==> src/rtl/bsr_pkg.sv <==
package bsr_pkg;

  typedef enum logic [2:0] {CK_INT, CK_IN, CK_OUT, CK_BID, CK_CTL} cell_kind_e;

  typedef struct packed {
    cell_kind_e  kind;
    logic [4:0]  len;
  } run_t;

  localparam int NUM_RUNS = 21;

  // Pin groups in chain order from cell 0; each driven pin expands to data+control.
  function automatic run_t run_at(int r);
    run_t v;
    case (r)
      0:  v = '{kind: CK_INT, len: 5'd1};
      1:  v = '{kind: CK_IN,  len: 5'd2};
      2:  v = '{kind: CK_OUT, len: 5'd1};
      3:  v = '{kind: CK_BID, len: 5'd2};
      4:  v = '{kind: CK_INT, len: 5'd1};
      5:  v = '{kind: CK_BID, len: 5'd2};
      6:  v = '{kind: CK_IN,  len: 5'd1};
      7:  v = '{kind: CK_BID, len: 5'd7};
      8:  v = '{kind: CK_IN,  len: 5'd2};
      9:  v = '{kind: CK_OUT, len: 5'd1};
      10: v = '{kind: CK_IN,  len: 5'd1};
      11: v = '{kind: CK_INT, len: 5'd1};
      12: v = '{kind: CK_OUT, len: 5'd2};
      13: v = '{kind: CK_INT, len: 5'd1};
      14: v = '{kind: CK_OUT, len: 5'd2};
      15: v = '{kind: CK_IN,  len: 5'd1};
      16: v = '{kind: CK_BID, len: 5'd5};
      17: v = '{kind: CK_INT, len: 5'd1};
      18: v = '{kind: CK_OUT, len: 5'd2};
      19: v = '{kind: CK_BID, len: 5'd1};
      20: v = '{kind: CK_IN,  len: 5'd3};
      default: v = '{kind: CK_INT, len: 5'd0};
    endcase
    return v;
  endfunction

  function automatic cell_kind_e kind_at(int c);
    cell_kind_e k;
    int pos;
    run_t rr;
    k = CK_INT;
    pos = 0;
    for (int r = 0; r < NUM_RUNS; r++) begin
      rr = run_at(r);
      for (int i = 0; i < int'(rr.len); i++) begin
        if (rr.kind == CK_OUT || rr.kind == CK_BID) begin
          if (pos == c) k = rr.kind;
          if (pos + 1 == c) k = CK_CTL;
          pos += 2;
        end else begin
          if (pos == c) k = rr.kind;
          pos += 1;
        end
      end
    end
    return k;
  endfunction

  function automatic int chain_len();
    int pos;
    run_t rr;
    pos = 0;
    for (int r = 0; r < NUM_RUNS; r++) begin
      rr = run_at(r);
      if (rr.kind == CK_OUT || rr.kind == CK_BID) pos += 2 * int'(rr.len);
      else pos += int'(rr.len);
    end
    return pos;
  endfunction

  // Number of cells of kind k below position upto
  function automatic int count_kind(cell_kind_e k, int upto);
    int n;
    n = 0;
    for (int c = 0; c < upto; c++) begin
      if (kind_at(c) == k) n++;
    end
    return n;
  endfunction

  localparam int BSR_LEN   = chain_len();
  localparam int BSR_N_IN  = count_kind(CK_IN,  BSR_LEN);
  localparam int BSR_N_OUT = count_kind(CK_OUT, BSR_LEN);
  localparam int BSR_N_BID = count_kind(CK_BID, BSR_LEN);

endpackage

==> src/rtl/bsr_cell.sv <==
module bsr_cell #(
  parameter logic RST_VAL = 1'b0
) (
  input  logic clk_i,
  input  logic rst_ni,
  input  logic capture_i,
  input  logic shift_i,
  input  logic update_i,
  input  logic cap_i,
  input  logic si_i,
  output logic so_o,
  output logic upd_o
);

  always_ff @(posedge clk_i or negedge rst_ni) begin
    if (!rst_ni)        so_o <= RST_VAL;
    else if (capture_i) so_o <= cap_i;
    else if (shift_i)   so_o <= si_i;
  end

  always_ff @(posedge clk_i or negedge rst_ni) begin
    if (!rst_ni)       upd_o <= RST_VAL;
    else if (update_i) upd_o <= so_o;
  end

endmodule

==> src/rtl/bsr_drive.sv <==
module bsr_drive (
  input  logic test_i,
  input  logic hiz_i,
  input  logic core_d_i,
  input  logic core_oe_i,
  input  logic upd_d_i,
  input  logic upd_dis_i,
  output logic pin_d_o,
  output logic pin_oe_o
);

  assign pin_d_o  = test_i ? upd_d_i : core_d_i;
  assign pin_oe_o = !hiz_i && (test_i ? !upd_dis_i : core_oe_i);

endmodule

==> src/rtl/bsr_chain.sv <==
module bsr_chain
  import bsr_pkg::*;
(
  input  logic                 tck_i,
  input  logic                 rst_ni,
  input  logic                 capture_i,
  input  logic                 shift_i,
  input  logic                 update_i,
  input  logic                 test_mode_i,
  input  logic                 hiz_i,
  input  logic                 tdi_i,
  output logic                 tdo_o,
  input  logic [BSR_N_IN-1:0]  in_pin_i,
  output logic [BSR_N_IN-1:0]  in_core_o,
  input  logic [BSR_N_OUT-1:0] out_core_d_i,
  input  logic [BSR_N_OUT-1:0] out_core_oe_i,
  output logic [BSR_N_OUT-1:0] out_pin_d_o,
  output logic [BSR_N_OUT-1:0] out_pin_oe_o,
  input  logic [BSR_N_BID-1:0] bid_core_d_i,
  input  logic [BSR_N_BID-1:0] bid_core_oe_i,
  input  logic [BSR_N_BID-1:0] bid_pin_i,
  output logic [BSR_N_BID-1:0] bid_core_o,
  output logic [BSR_N_BID-1:0] bid_pin_d_o,
  output logic [BSR_N_BID-1:0] bid_pin_oe_o
);

  localparam int LEN = BSR_LEN;

  logic [LEN-1:0] sr_q;
  logic [LEN-1:0] upd_q;
  logic [LEN-1:0] cap_d;
  logic [LEN:0]   scan_w;
  logic           unused_upd;

  assign scan_w     = {tdi_i, sr_q};
  assign tdo_o      = sr_q[0];
  assign in_core_o  = in_pin_i;
  assign bid_core_o = bid_pin_i;
  assign unused_upd = ^upd_q;

  for (genvar c = 0; c < LEN; c++) begin : g_cell
    localparam cell_kind_e KIND = kind_at(c);
    localparam int         IDX  = count_kind(KIND, c);

    if (KIND == CK_IN) begin : g_in
      assign cap_d[c] = in_pin_i[IDX];
    end else if (KIND == CK_OUT) begin : g_out
      assign cap_d[c] = out_pin_d_o[IDX];
      bsr_drive u_drv (
        .test_i    (test_mode_i),
        .hiz_i     (hiz_i),
        .core_d_i  (out_core_d_i[IDX]),
        .core_oe_i (out_core_oe_i[IDX]),
        .upd_d_i   (upd_q[c]),
        .upd_dis_i (upd_q[c+1]),
        .pin_d_o   (out_pin_d_o[IDX]),
        .pin_oe_o  (out_pin_oe_o[IDX])
      );
    end else if (KIND == CK_BID) begin : g_bid
      assign cap_d[c] = bid_pin_i[IDX];
      bsr_drive u_drv (
        .test_i    (test_mode_i),
        .hiz_i     (hiz_i),
        .core_d_i  (bid_core_d_i[IDX]),
        .core_oe_i (bid_core_oe_i[IDX]),
        .upd_d_i   (upd_q[c]),
        .upd_dis_i (upd_q[c+1]),
        .pin_d_o   (bid_pin_d_o[IDX]),
        .pin_oe_o  (bid_pin_oe_o[IDX])
      );
    end else if (KIND == CK_CTL) begin : g_ctl
      localparam cell_kind_e OWNER = kind_at(c - 1);
      localparam int         OIDX  = count_kind(OWNER, c - 1);
      // Control reads the disable actually applied at the pin
      if (OWNER == CK_OUT) begin : g_o
        assign cap_d[c] = !out_pin_oe_o[OIDX];
      end else begin : g_b
        assign cap_d[c] = !bid_pin_oe_o[OIDX];
      end
    end else begin : g_int
      assign cap_d[c] = 1'b0;
    end

    bsr_cell #(.RST_VAL(KIND == CK_CTL)) u_cell (
      .clk_i     (tck_i),
      .rst_ni    (rst_ni),
      .capture_i (capture_i),
      .shift_i   (shift_i),
      .update_i  (update_i),
      .cap_i     (cap_d[c]),
      .si_i      (scan_w[c+1]),
      .so_o      (sr_q[c]),
      .upd_o     (upd_q[c])
    );
  end

endmodule

==> config.mk <==
export PLATFORM = sky130hd
export DESIGN_NAME = bsr_chain
export DESIGN_NICKNAME = d
export VERILOG_FILES = /design/src/rtl/bsr_pkg.sv /design/src/rtl/bsr_cell.sv /design/src/rtl/bsr_drive.sv /design/src/rtl/bsr_chain.sv
export SDC_FILE = /design/constraint.sdc
export NUM_CORES = 1
export LEC_CHECK = 0
export CORE_UTILIZATION = 45
export DETAILED_ROUTE_END_ITERATION = 6
export GPL_ROUTABILITY_DRIVEN = 1
export PLACE_DENSITY = 0.77
export SLEW_MARGIN = 0
export SYNTH_ARGS = -nofsm -noshare
export SYNTH_HDL_FRONTEND = slang
export SYNTH_SLANG_ARGS = --single-unit
==> constraint.sdc <==
create_clock -name tck_i -period 1 [get_ports tck_i]
set_input_delay 0.1 -clock tck_i [delete_from_list [all_inputs] [get_ports tck_i]]
set_output_delay 0.1 -clock tck_i [all_outputs]
set_load 0.005 [all_outputs]
==> summary.md <==
| Metric | Value |
|---|---|
| Crit start category | `register` |
| Post-synth top area share | `25.60%` |
| Critical Path Start | `g_cell[20].u_cell.upd_o` |
| Flop2flop setup slack | `-0.11 ns` |
| Reg2Reg Depth | `5` |
| Grt total ovfl | `0` |
| Clock buffer depth | `2` |
| Top cells by area, synth | `dfrtp_1, dfstp_2, mux2_2, buf_4, mux2i_1` |
| CTS root buf | `clkbuf_16` |
| Fin crit share | `135.3%` |
| Final min period | `roughly 1.4 ns` |
| Synth Net Count | `between 600 and 700` |
| Post-synth top area cell | `dfrtp_1` |
| Status | `finished, violations left` |
| Chip height | `about 120 µm` |
| Post-layout util | `between 60% and 70%` |
| Leakage power | `roughly 4.1 nW` |
| Hold crit path type | `primary input to register` |
| Clock slew at reported path FFs | `approximately 0.05 ns` |
| Buffers & Inverters on Critical Path | `1` |
| Layout cells sized above 1 | `between 50% and 60%` |
| Largest net degree at the start of global routing | `46` |
| Critical Path AT | `1.25 ns` |
| Final instance area | `between 9000 and 10,000 µm²` |
| RSZ-0062 raised after global routing | `yes` |
| Fmax | `around 740 MHz` |
| Starting Density | `45.95%` |
| First-pass GRT wire length | `between 20,000 and 25,000 µm` |
| Worst r2r dst | `g_cell[35].u_cell.so_o` |
| CP Cell Sequence | `nand2b_4, a21oi_2, buf_2` |
| GPL Wtd Cong | `0.8072` |
| #FFs+latches synth | `between 100 and 150` |
| CTS Sinks | `approximately 120` |
| Reg2reg start | `g_cell[35].u_cell.upd_o` |
| Placed cell areas | `8020 µm²` |
| Tightest Pin Transition | `about 0.40 ns` |
| Die width | `120.8 µm` |
| Delay-heaviest family, CP | `flip-flops` |
| Max Fanout on Critical Path | `2` |
| Critical Path Sink | `bid_pin_oe_o[6]` |
| YS warnings | `0` |
| Final ANT Viol Nets | `0` |
| Slowest CP cell | `dfstp_2` |
| Initial DRC Count | `219` |
| CTS tree | `yes` |
| First-pass iteration count of the detailed router | `4` |
| # port buffers | `between 150 and 200` |
| Cts bufs inserted | `17` |
| Critical Path End Type | `primary output` |
| Antenna Cells | `0` |
| Nets | `806` |
| Site Rows | `43` |
| Worst path max stage delay | `approximately 0.54 ns` |
| Ports | `163` |
| Setup CP Type | `register to primary output` |
| Worst vdd ir | `~1.1 mV` |
| WP data required | `roughly 0.90 ns` |
| Cell Pwr Density | `around 1700 nW/µm²` |
| Total GRT Usage | `a little over a fifth` |
| Relative slew margins | `about three quarters` |
| Filler instances | `around 980` |
| Post-Syn Area | `6354 µm²` |
| Core area | `around 14,000 µm²` |
| Post-DP HPWL | `~10,000 µm` |
| Area growth syn-to-layout | `42.75%` |
| Failing checks | `negative setup slack` |
| Drt total wl | `15,700 µm` |
| Mapped Cells | `about 570` |
| Initial antenna violation count | `0` |
| H-tree depth | `4` |
| Sequential cell area fraction in the yosys report | `46.28%` |
| Via Count | `approximately 4,600` |
| Place WS | `-0.7256 ns` |
| Total power | `about 0.015 W` |
| Avg Cell Area, Syn | `around 11 µm²` |
| Post-synthesis cell type count | `21` |
| Vias in the first global route | `just under 5,000` |
| Clock skew | `~0.0076 ns` |
| Die Area | `roughly 15,000 µm²` |
| Endpoints failing hold | `0` |
| Skew-Pair Late Insertion Delay | `0.41 ns` |
| Finish-stage setup viols | `60` |
| Max Slew Vio Count | `0` |
| # DRC | `0` |
| Setup WS post-layout | `-0.3531 ns` |
| Wire length per cell | `approximately 17 µm` |
| DR vias/cell | `roughly 5` |
| Maxcap violations | `0` |
| Logic depth of the worst path, buffers included | `3` |
==> placed cells by master, fill, tap and decap left out <==
| master | count |
|---|---|
| mux2i_1 | 40 |
| clkinvlp_4 | 3 |
| mux2_4 | 27 |
| nand2b_4 | 17 |
| clkbuf_1 | 1 |
| nor2b_1 | 20 |
| nand2_2 | 2 |
| a21oi_2 | 26 |
| nor2b_2 | 2 |
| clkdlybuf4s15_1 | 1 |
| buf_6 | 33 |
| clkbuf_8 | 5 |
| dfstp_2 | 50 |
| a211oi_2 | 11 |
| bufinv_16 | 2 |
| dfrtp_1 | 65 |
| a21oi_4 | 5 |
| buf_12 | 15 |
| clkdlybuf4s50_1 | 78 |
| buf_2 | 27 |
| o21ai_2 | 1 |
| clkinv_2 | 4 |
| nor2_1 | 13 |
| nand2_4 | 1 |
| nand2_1 | 32 |
| o21ai_1 | 21 |
| a21oi_1 | 11 |
| buf_4 | 72 |
| a211oi_1 | 22 |
| dlygate4sd3_1 | 2 |
| o21ai_0 | 13 |
| nor2b_4 | 3 |
| clkbuf_16 | 17 |
| mux2_2 | 48 |
| nand2b_1 | 17 |
| dlygate4sd2_1 | 27 |
==> worst reg2reg max path, delay by kind of cell, from the launching register on <==
family,cells,cell delay [ns]
flip-flops,1,0.38
multiplexers,1,0.28
buffers and inverters,2,0.23
AND/OR/NAND/NOR,1,0.06
AO/OA/AOI/OAI,1,0.05
==> Yosys cell counts, drive strengths merged <==
cell type,count
o21ai,35
buf,107
a211oi,33
dfrtp,65
nand2,35
mux2i,40
nor2,13
dfstp,50
clkbuf,11
nand2b,34
nor2b,25
mux2,75
a21oi,42
==> through the flow <==
stage | std cells | hold slack, ns | setup TNS [ns]
after detailed placement | 859 | 0.01617 | -40.18
after global routing | 914 | 0.03848 | -17.13
after global placement | 859 | 0.01294 | -38.62
after CTS | 912 | 0.02870 | -15.50
final | 914 | 0.03837 | -14.86
after floorplan | 565 | -0.1956 | 0
==> routing by layer <==
layer	vias to the layer above	share of wire (%)	track usage [%]
met4	0	1.9	8.951
met1	2297	43	27.36
li1	2187	-	-
met2	135	51	37.36
met3	22	3.5	4.245
met5	-	0	0
==> state kept, by name, indices dropped and copies added (netlist names) <==
name                 cells
g_cell.u_cell.so_o      65
g_cell.u_cell.upd_o     50
==> cell type report <==
cell class	count	area, µm²	area share (%)
clock buffers	23	498.0	5.490
flip-flops and latches	115	2940	32.42
clock inverters	9	102.6	1.131
repair buffers	255	2395	26.40
well taps	180	225.2	2.483
multi-input cells	332	2909	32.07
==> kinds of logic after synthesis <==
group / after synthesis / synth area share (%)
buf+inv: 118 / 13.82
compound gates: 110 / 10.59
simple gates: 107 / 8.645
mux: 115 / 20.66
flops: 115 / 46.28
==> worst min-delay path by stage <==
stage | to | cells past startpoint | startpoint | slack, ns
after global routing | g_cell[23].u_cell.so_o | 2 | capture_i | 0.04
after detailed placement | g_cell[15].u_cell.upd_o | 1 | rst_ni | 0.02
after floorplan | g_cell[0].u_cell.so_o | 0 | rst_ni | -0.20
final | g_cell[23].u_cell.so_o | 2 | capture_i | 0.04
after CTS | g_cell[23].u_cell.so_o | 2 | capture_i | 0.03
after global placement | g_cell[15].u_cell.so_o | 1 | rst_ni | 0.01
==> report_power, final <==
| group | total [W] | leakage (nW) | internal [W] | switching [W] |
|---|---|---|---|---|
| Clock | 0.00605 | 0.291 | 0.00397 | 0.00208 |
| Sequential | 0.00597 | 1.31 | 0.00551 | 0.000453 |
| Combinational | 0.00341 | 2.47 | 0.00211 | 0.00130 |
| Total | 0.0154 | 4.07 | 0.0116 | 0.00382 |
==> timing repair <==
action	in CTS	in global routing
hold buffers	2	0
resized for setup	305	35
setup buffers	21	9
endpoints found under the setup margin	88	76
pin swaps	23	10
endpoints found under the hold margin	74	0
No activity file was read; power rests on OpenSTA's default activity.
